<file path="config.mk">
export PLATFORM = sky130hd
export DESIGN_NAME = mac56_unit
export DESIGN_NICKNAME = d
export VERILOG_FILES = /design/src/rtl/mac56_unit.sv
export SDC_FILE = /design/constraint.sdc
export NUM_CORES = 2
export LEC_CHECK = 0
export ABC_CLOCK_PERIOD_IN_PS = 11400
export BUFFER_PORTS_ARGS = -buffer_cell sky130_fd_sc_hd__buf_2
export CAP_MARGIN = 30
export CORE_ASPECT_RATIO = 0.5
export CORE_MARGIN = 3
export CORE_UTILIZATION = 45
export CTS_BUF_LIST = sky130_fd_sc_hd__clkbuf_8
export CTS_CLUSTER_DIAMETER = 150
export DETAILED_ROUTE_END_ITERATION = 10
export GPL_TIMING_DRIVEN = 0
export PLACE_DENSITY = 0.68
export REMOVE_ABC_BUFFERS = 1
export SLEW_MARGIN = 20
export SYNTH_ARGS = -nofsm -noshare
export SYNTH_HDL_FRONTEND = slang
export SYNTH_SLANG_ARGS = --single-unit
</file>
<file path="constraint.sdc">
create_clock -name clk -period 11.4 [get_ports clk]
set_input_delay 2.28 -clock clk [delete_from_list [all_inputs] [get_ports clk]]
set_output_delay 2.28 -clock clk [all_outputs]
set_load 0.1 [all_outputs]
</file>
<file path="src/rtl/mac56_unit.sv">
module mac56_unit (
  input  logic        clk,
  input  logic        rst,
  input  logic        op_valid,
  input  logic [3:0]  op_code,
  input  logic [31:0] src_a,
  input  logic [31:0] src_b,
  input  logic [1:0]  shamt,
  output logic [31:0] rd_data,
  output logic        rd_valid
);
  localparam logic [3:0] OP_RND16 = 4'd8;
  localparam logic [3:0] OP_RND32 = 4'd9;
  localparam logic [3:0] OP_SHRD  = 4'd10;
  localparam logic [3:0] OP_RDHI  = 4'd11;
  localparam logic [3:0] OP_RDLO  = 4'd12;
  localparam logic [3:0] OP_WRHI  = 4'd13;
  localparam logic [3:0] OP_WRLO  = 4'd14;
  localparam logic [3:0] OP_CLR   = 4'd15;

  logic [55:0] acc, acc_nx;
  logic [31:0] rd_nx;

  // operand half selection: op_code[0] picks low halves, op_code[1] picks full word for A
  logic [15:0] a_half, b_half;
  logic [31:0] p_half;
  logic [47:0] p_wide;
  logic [55:0] prod;

  assign a_half = op_code[0] ? src_a[15:0] : src_a[31:16];
  assign b_half = op_code[0] ? src_b[15:0] : src_b[31:16];
  assign p_half = {{16{a_half[15]}}, a_half} * {{16{b_half[15]}}, b_half};
  assign p_wide = {{16{src_a[31]}}, src_a} * {{32{b_half[15]}}, b_half};
  assign prod   = op_code[1] ? {{8{p_wide[47]}}, p_wide}
                             : {{8{p_half[31]}}, p_half, 16'b0};

  // rounding: adding the half-LSB then truncating equals adding the bit below the cut
  logic [23:0] r16;
  logic [39:0] r32;
  logic [31:0] rd16, rd32;

  assign r16  = acc[55:32] + {23'b0, acc[31]};
  assign r32  = acc[55:16] + {39'b0, acc[15]};
  assign rd16 = (r16[23:15] == {9{r16[23]}}) ? {{16{r16[15]}}, r16[15:0]}
              : (r16[23] ? 32'hFFFF_8000 : 32'h0000_7FFF);
  assign rd32 = (r32[39:31] == {9{r32[39]}}) ? r32[31:0]
              : (r32[39] ? 32'h8000_0000 : 32'h7FFF_FFFF);

  // shifted readout window: bits [57:16] of the sign-extended accumulator << shamt
  logic [41:0] sh_win;
  logic [31:0] rd_sh;

  always_comb begin
    case (shamt)
      2'd0:    sh_win = {{2{acc[55]}}, acc[55:16]};
      2'd1:    sh_win = {acc[55], acc[55:15]};
      default: sh_win = acc[55:14];
    endcase
  end
  assign rd_sh = (sh_win[41:31] == {11{sh_win[41]}}) ? sh_win[31:0]
               : (sh_win[41] ? 32'h8000_0000 : 32'h7FFF_FFFF);

  logic is_read;
  assign is_read = (op_code >= OP_RND16) && (op_code <= OP_RDLO);

  always_comb begin
    acc_nx = acc;
    rd_nx  = rd_data;
    if (!op_code[3]) begin
      acc_nx = op_code[2] ? acc + prod : prod;
    end else begin
      case (op_code)
        OP_RND16: begin acc_nx = {r16, 32'b0}; rd_nx = rd16; end
        OP_RND32: begin acc_nx = {r32, 16'b0}; rd_nx = rd32; end
        OP_SHRD:  rd_nx  = rd_sh;
        OP_RDHI:  rd_nx  = acc[55:24];
        OP_RDLO:  rd_nx  = {{8{acc[23]}}, acc[23:0]};
        OP_WRHI:  acc_nx = {src_a, acc[23:0]};
        OP_WRLO:  acc_nx = {acc[55:24], src_a[23:0]};
        OP_CLR:   acc_nx = '0;
        default:  acc_nx = acc;
      endcase
    end
  end

  always_ff @(posedge clk) begin
    if (rst) begin
      acc      <= '0;
      rd_data  <= '0;
      rd_valid <= 1'b0;
    end else begin
      rd_valid <= op_valid && is_read;
      if (op_valid) begin
        acc     <= acc_nx;
        rd_data <= rd_nx;
      end
    end
  end

  AST_RESET_STATE: assert property (@(posedge clk)
    rst |=> (acc == '0 && rd_data == '0 && !rd_valid));
  AST_CLEAR_ZERO: assert property (@(posedge clk) disable iff (rst)
    (op_valid && op_code == OP_CLR) |=> (acc == '0));
  AST_READ_PULSE: assert property (@(posedge clk) disable iff (rst)
    (op_valid && is_read) |=> rd_valid);
  AST_NO_SPURIOUS_VALID: assert property (@(posedge clk) disable iff (rst)
    !(op_valid && is_read) |=> !rd_valid);
  AST_IDLE_HOLDS: assert property (@(posedge clk) disable iff (rst)
    !op_valid |=> ($stable(acc) && $stable(rd_data)));
  AST_READ_KEEPS_ACC: assert property (@(posedge clk) disable iff (rst)
    (op_valid && op_code >= OP_SHRD && op_code <= OP_RDLO) |=> $stable(acc));
  AST_RND16_RANGE: assert property (@(posedge clk) disable iff (rst)
    (op_valid && op_code == OP_RND16) |=> (rd_data[31:15] == {17{rd_data[31]}}));
endmodule

</file>
==> results.toml <==
[synth]
post_synth_edffs = 0
seq_area_frac_synth_pct = 4.44
synth_async_sr_flop_share_pct = 0
synth_area_leader_cell = "sky130_fd_sc_hd__fa_1"
yosys.area_share.simple_pct = 17.9
ys_warn_count = 0
yosys-top-cells-area = "sky130_fd_sc_hd__fa_1 37%, sky130_fd_sc_hd__inv_1 8.5%, sky130_fd_sc_hd__ha_1 8.1%, sky130_fd_sc_hd__nand2_1 6.5%, sky130_fd_sc_hd__dfxtp_1 4.4%"
synth.mux.area_fraction_pct = 2.97
dominant_combinational_cell_family_by_area_after_synthesis = "adder cells"
share_of_yosys_cell_area_claimed_by_the_top_area_cell_type_pct = 37.4
synthTopCellsByCount = "910 x sky130_fd_sc_hd__inv_1, 749 x sky130_fd_sc_hd__fa_1, 698 x sky130_fd_sc_hd__nand2_1, 344 x sky130_fd_sc_hd__nor2_1, 265 x sky130_fd_sc_hd__clkbuf_1"
postSynthRegisterBits = 89
synth_cell_type_count = 90
syn-cell-area_um2 = 40100
synth_compound_area_share_pct = 14.0
adder_cell_fraction_of_synth_area_pct = 45.5
yosys_most_used_dff = "sky130_fd_sc_hd__dfxtp_1"
syn-mean-instance-area_um2 = 8.01
synth_xor_area_share_pct = 3.54
yosysMostFrequentCell = "sky130_fd_sc_hd__inv_1"
netlist_instances = 5004

[cts]
clkSinkCount = 89
clock_insertion_delay_worst_skew_ps = 410
cts_hold_repair.buffers = 0
tritoncts = "yes"
cts_root_buffer = "sky130_fd_sc_hd__clkbuf_8"
clk_pin_slew_worst_paths_ps = 120
cts_inserted_buffers = 9
cts.path.max_buffers = 2
cts_max_level = 3

[worst_setup_path]
crit_top_cell = "sky130_fd_sc_hd__fa_1"
worstSetupStartpoint = "op_code[0]"
crit_path_top_delay_cell = "sky130_fd_sc_hd__fa_1"
critPathMaxFanout = 26
worstSetupStartpointType = "input port"
reg2reg_to = "rd_data[24]$_SDFFE_PP0P_"
worst_r2r_path_depth = 10
r2r_setup_slack_ps = 6900
worst-endpoint-arrival_ps = 11530
critPathMaxStageDelay_ps = 530
setup.worst_path.class = "input port to flip-flop"
endpoint_kind = "flip-flop"
reg2reg_from = "acc[31]$_SDFFE_PP0P_"
required_ps = 11750

[sta]
setup-violations-final = 0
final-max-slew-violation-count = 0
clock-skew-final_ps = 19.9
clock.fmax_ghz = 0.0894
max-slew-margin-rel_pct = 32.5
final_hold_viol_count = 0
period_share_pct = 98.1
fin_crit_ps = 11180
final.setup.tns_ps = 0
tightest_pin_transition_ps = 992
setup_repair_after_global_routing_missed_its_margin = "true"

[route]
drt_pre_antenna_iters = 6
detail_route.vias_per_cell = 5.96
drc = 0
route.antenna.remaining_nets = 0
detail_route.wl_per_cell_um = 23.4
wire_length_reported_by_the_detailed_router_um = 142000
initialDrtViolationCount = 4087
route.vias.total = 36200

[finish]
layout-drive-gt1-share_pct = 8.44
final-instance-count-excl-fill = 6082
number_of_nets_at_the_end_of_the_flow = 5983
area.growth.synth_to_final_pct = 7.75

[min_path]
whs_path_depth = 2
holdCritPathClass = "flip-flop to flip-flop"
worstHoldStart = "rd_data[17]$_SDFFE_PP0P_"
min_to = "rd_data[17]$_SDFFE_PP0P_"

[floorplanning]
fp-row-count = 76
die_area_um2 = 92900
die-height_um = 217
initial_utilization_pct = 46.0
fp.coreArea_um2 = 87200
design.portCount = 106
die_w_um = 428

[run]
timing.max_cap.violations = 0

[grt]
grt_overflow = 0
number_of_antenna_violations_at_the_first_check_in_global_routing = 4
track_usage_pct = 29.4
first_pass_grt_wire_length_um = 213000
pin_count_of_the_biggest_net_entering_global_routing = 69
grt_pass1_vias = 36400

[placement]
hpwlAfterDp_um = 102000
gpl.final_weighted_congestion = 0.966
dp.cells = 5990
portBuffers = 105

[outcome]
run_status = "completed"
-- metal layers --
layer	global-route usage, %	vias to the layer above	part of all wire (%)
met5	0	-	0
met4	9.48	0	4.4
met3	6.25	356	13
met2	45.8	2080	42
met1	40.9	18100	40
li1	-	15700	-
-- state kept, by name (all words and copies together), names as in the netlist --
signal,cells
acc,56
rd_valid,1
rd_data,32
-- worst max-delay path by stage --
stage,slack (ps),to
4_1_cts,-30,acc[55]$_SDFFE_PP0P_
6_report,220,acc[55]$_SDFFE_PP0P_
3_3_place_gp,-4200,acc[54]$_SDFFE_PP0P_
5_1_grt,-90,acc[55]$_SDFFE_PP0P_
2_1_floorplan,710,acc[54]$_SDFFE_PP0P_
3_5_place_dp,-1990,acc[54]$_SDFFE_PP0P_
-- worst max-delay path: cells and delay by family --
family / cells / cell delay (ps)
fa+ha+maj: 8 / 3700
compound gates: 9 / 2290
simple gates: 7 / 1480
buf+inv: 8 / 1330
mux: 1 / 340
-- metrics by stage --
stage	worst slack [ps]	hold slack [ps]	cell area, um2	util (%)
finish	217	496	43200	49.5
floorplan	714	485	38800	-
CTS	-30.3	502	42000	48.2
detailed placement	-1990	487	41300	47.4
global route	-88.7	520	43200	49.5
global placement	-4200	486	40800	46.8
-- cells by family (layout without fill, tap and decap cells) --
kind of cell | Yosys count | after routing
compound gates | 844 | 844
flops | 89 | 89
buf+inv | 1225 | 1116
other cells | 0 | 4
fa+ha+maj | 1007 | 1007
xor+xnor | 162 | 162
mux | 114 | 127
simple gates | 1563 | 1563
-- cell type report --
cell class / count / area (um2)
Multi-Input combinational cell: 3703 / 34800
Fill cell: 8257 / 44000
Antenna cell: 4 / 10.0
Clock buffer: 9 / 124
Inverter: 914 / 3440
Clock inverter: 7 / 65.1
Timing Repair Buffer: 186 / 1550
Tap cell: 1170 / 1460
Sequential cell: 89 / 1780
-- cells in the final DEF, fill, tap and decap left out, types with 16 or more instances in the layout --
| master | count |
|---|---|
| sky130_fd_sc_hd__xor2_1 | 50 |
| sky130_fd_sc_hd__nor2b_1 | 22 |
| sky130_fd_sc_hd__and3_1 | 23 |
| sky130_fd_sc_hd__inv_1 | 909 |
| sky130_fd_sc_hd__buf_2 | 86 |
| sky130_fd_sc_hd__nand2b_1 | 39 |
| sky130_fd_sc_hd__o21bai_1 | 18 |
| sky130_fd_sc_hd__a21o_1 | 57 |
| sky130_fd_sc_hd__dfxtp_1 | 89 |
| sky130_fd_sc_hd__o211ai_1 | 33 |
| sky130_fd_sc_hd__nand3_1 | 59 |
| sky130_fd_sc_hd__fa_1 | 746 |
| sky130_fd_sc_hd__o21ai_1 | 38 |
| sky130_fd_sc_hd__xnor2_1 | 112 |
| sky130_fd_sc_hd__ha_1 | 241 |
| sky130_fd_sc_hd__nand4_1 | 29 |
| sky130_fd_sc_hd__mux2_4 | 24 |
| sky130_fd_sc_hd__o21a_1 | 24 |
| sky130_fd_sc_hd__and2_1 | 214 |
| sky130_fd_sc_hd__mux2i_1 | 57 |
| sky130_fd_sc_hd__nor3_1 | 46 |
| sky130_fd_sc_hd__buf_4 | 57 |
| sky130_fd_sc_hd__a21oi_1 | 206 |
| sky130_fd_sc_hd__nand2_1 | 698 |
| sky130_fd_sc_hd__a221o_1 | 17 |
| sky130_fd_sc_hd__nor2_1 | 339 |
| sky130_fd_sc_hd__o21ai_0 | 146 |
| sky130_fd_sc_hd__a211oi_1 | 60 |
| sky130_fd_sc_hd__a31oi_1 | 16 |
| sky130_fd_sc_hd__a221oi_1 | 35 |
-- what timing repair did --
item                       CTS  global route
setup buffers                5            45
setup endpoints to repair   30            28
cloned                       8            10
resized for setup           57           135
pin swaps                    5            22
Power is left out: the tool's default activity adds up to more than one toggle a clock period on the data nets, which glitch-free logic cannot reach.
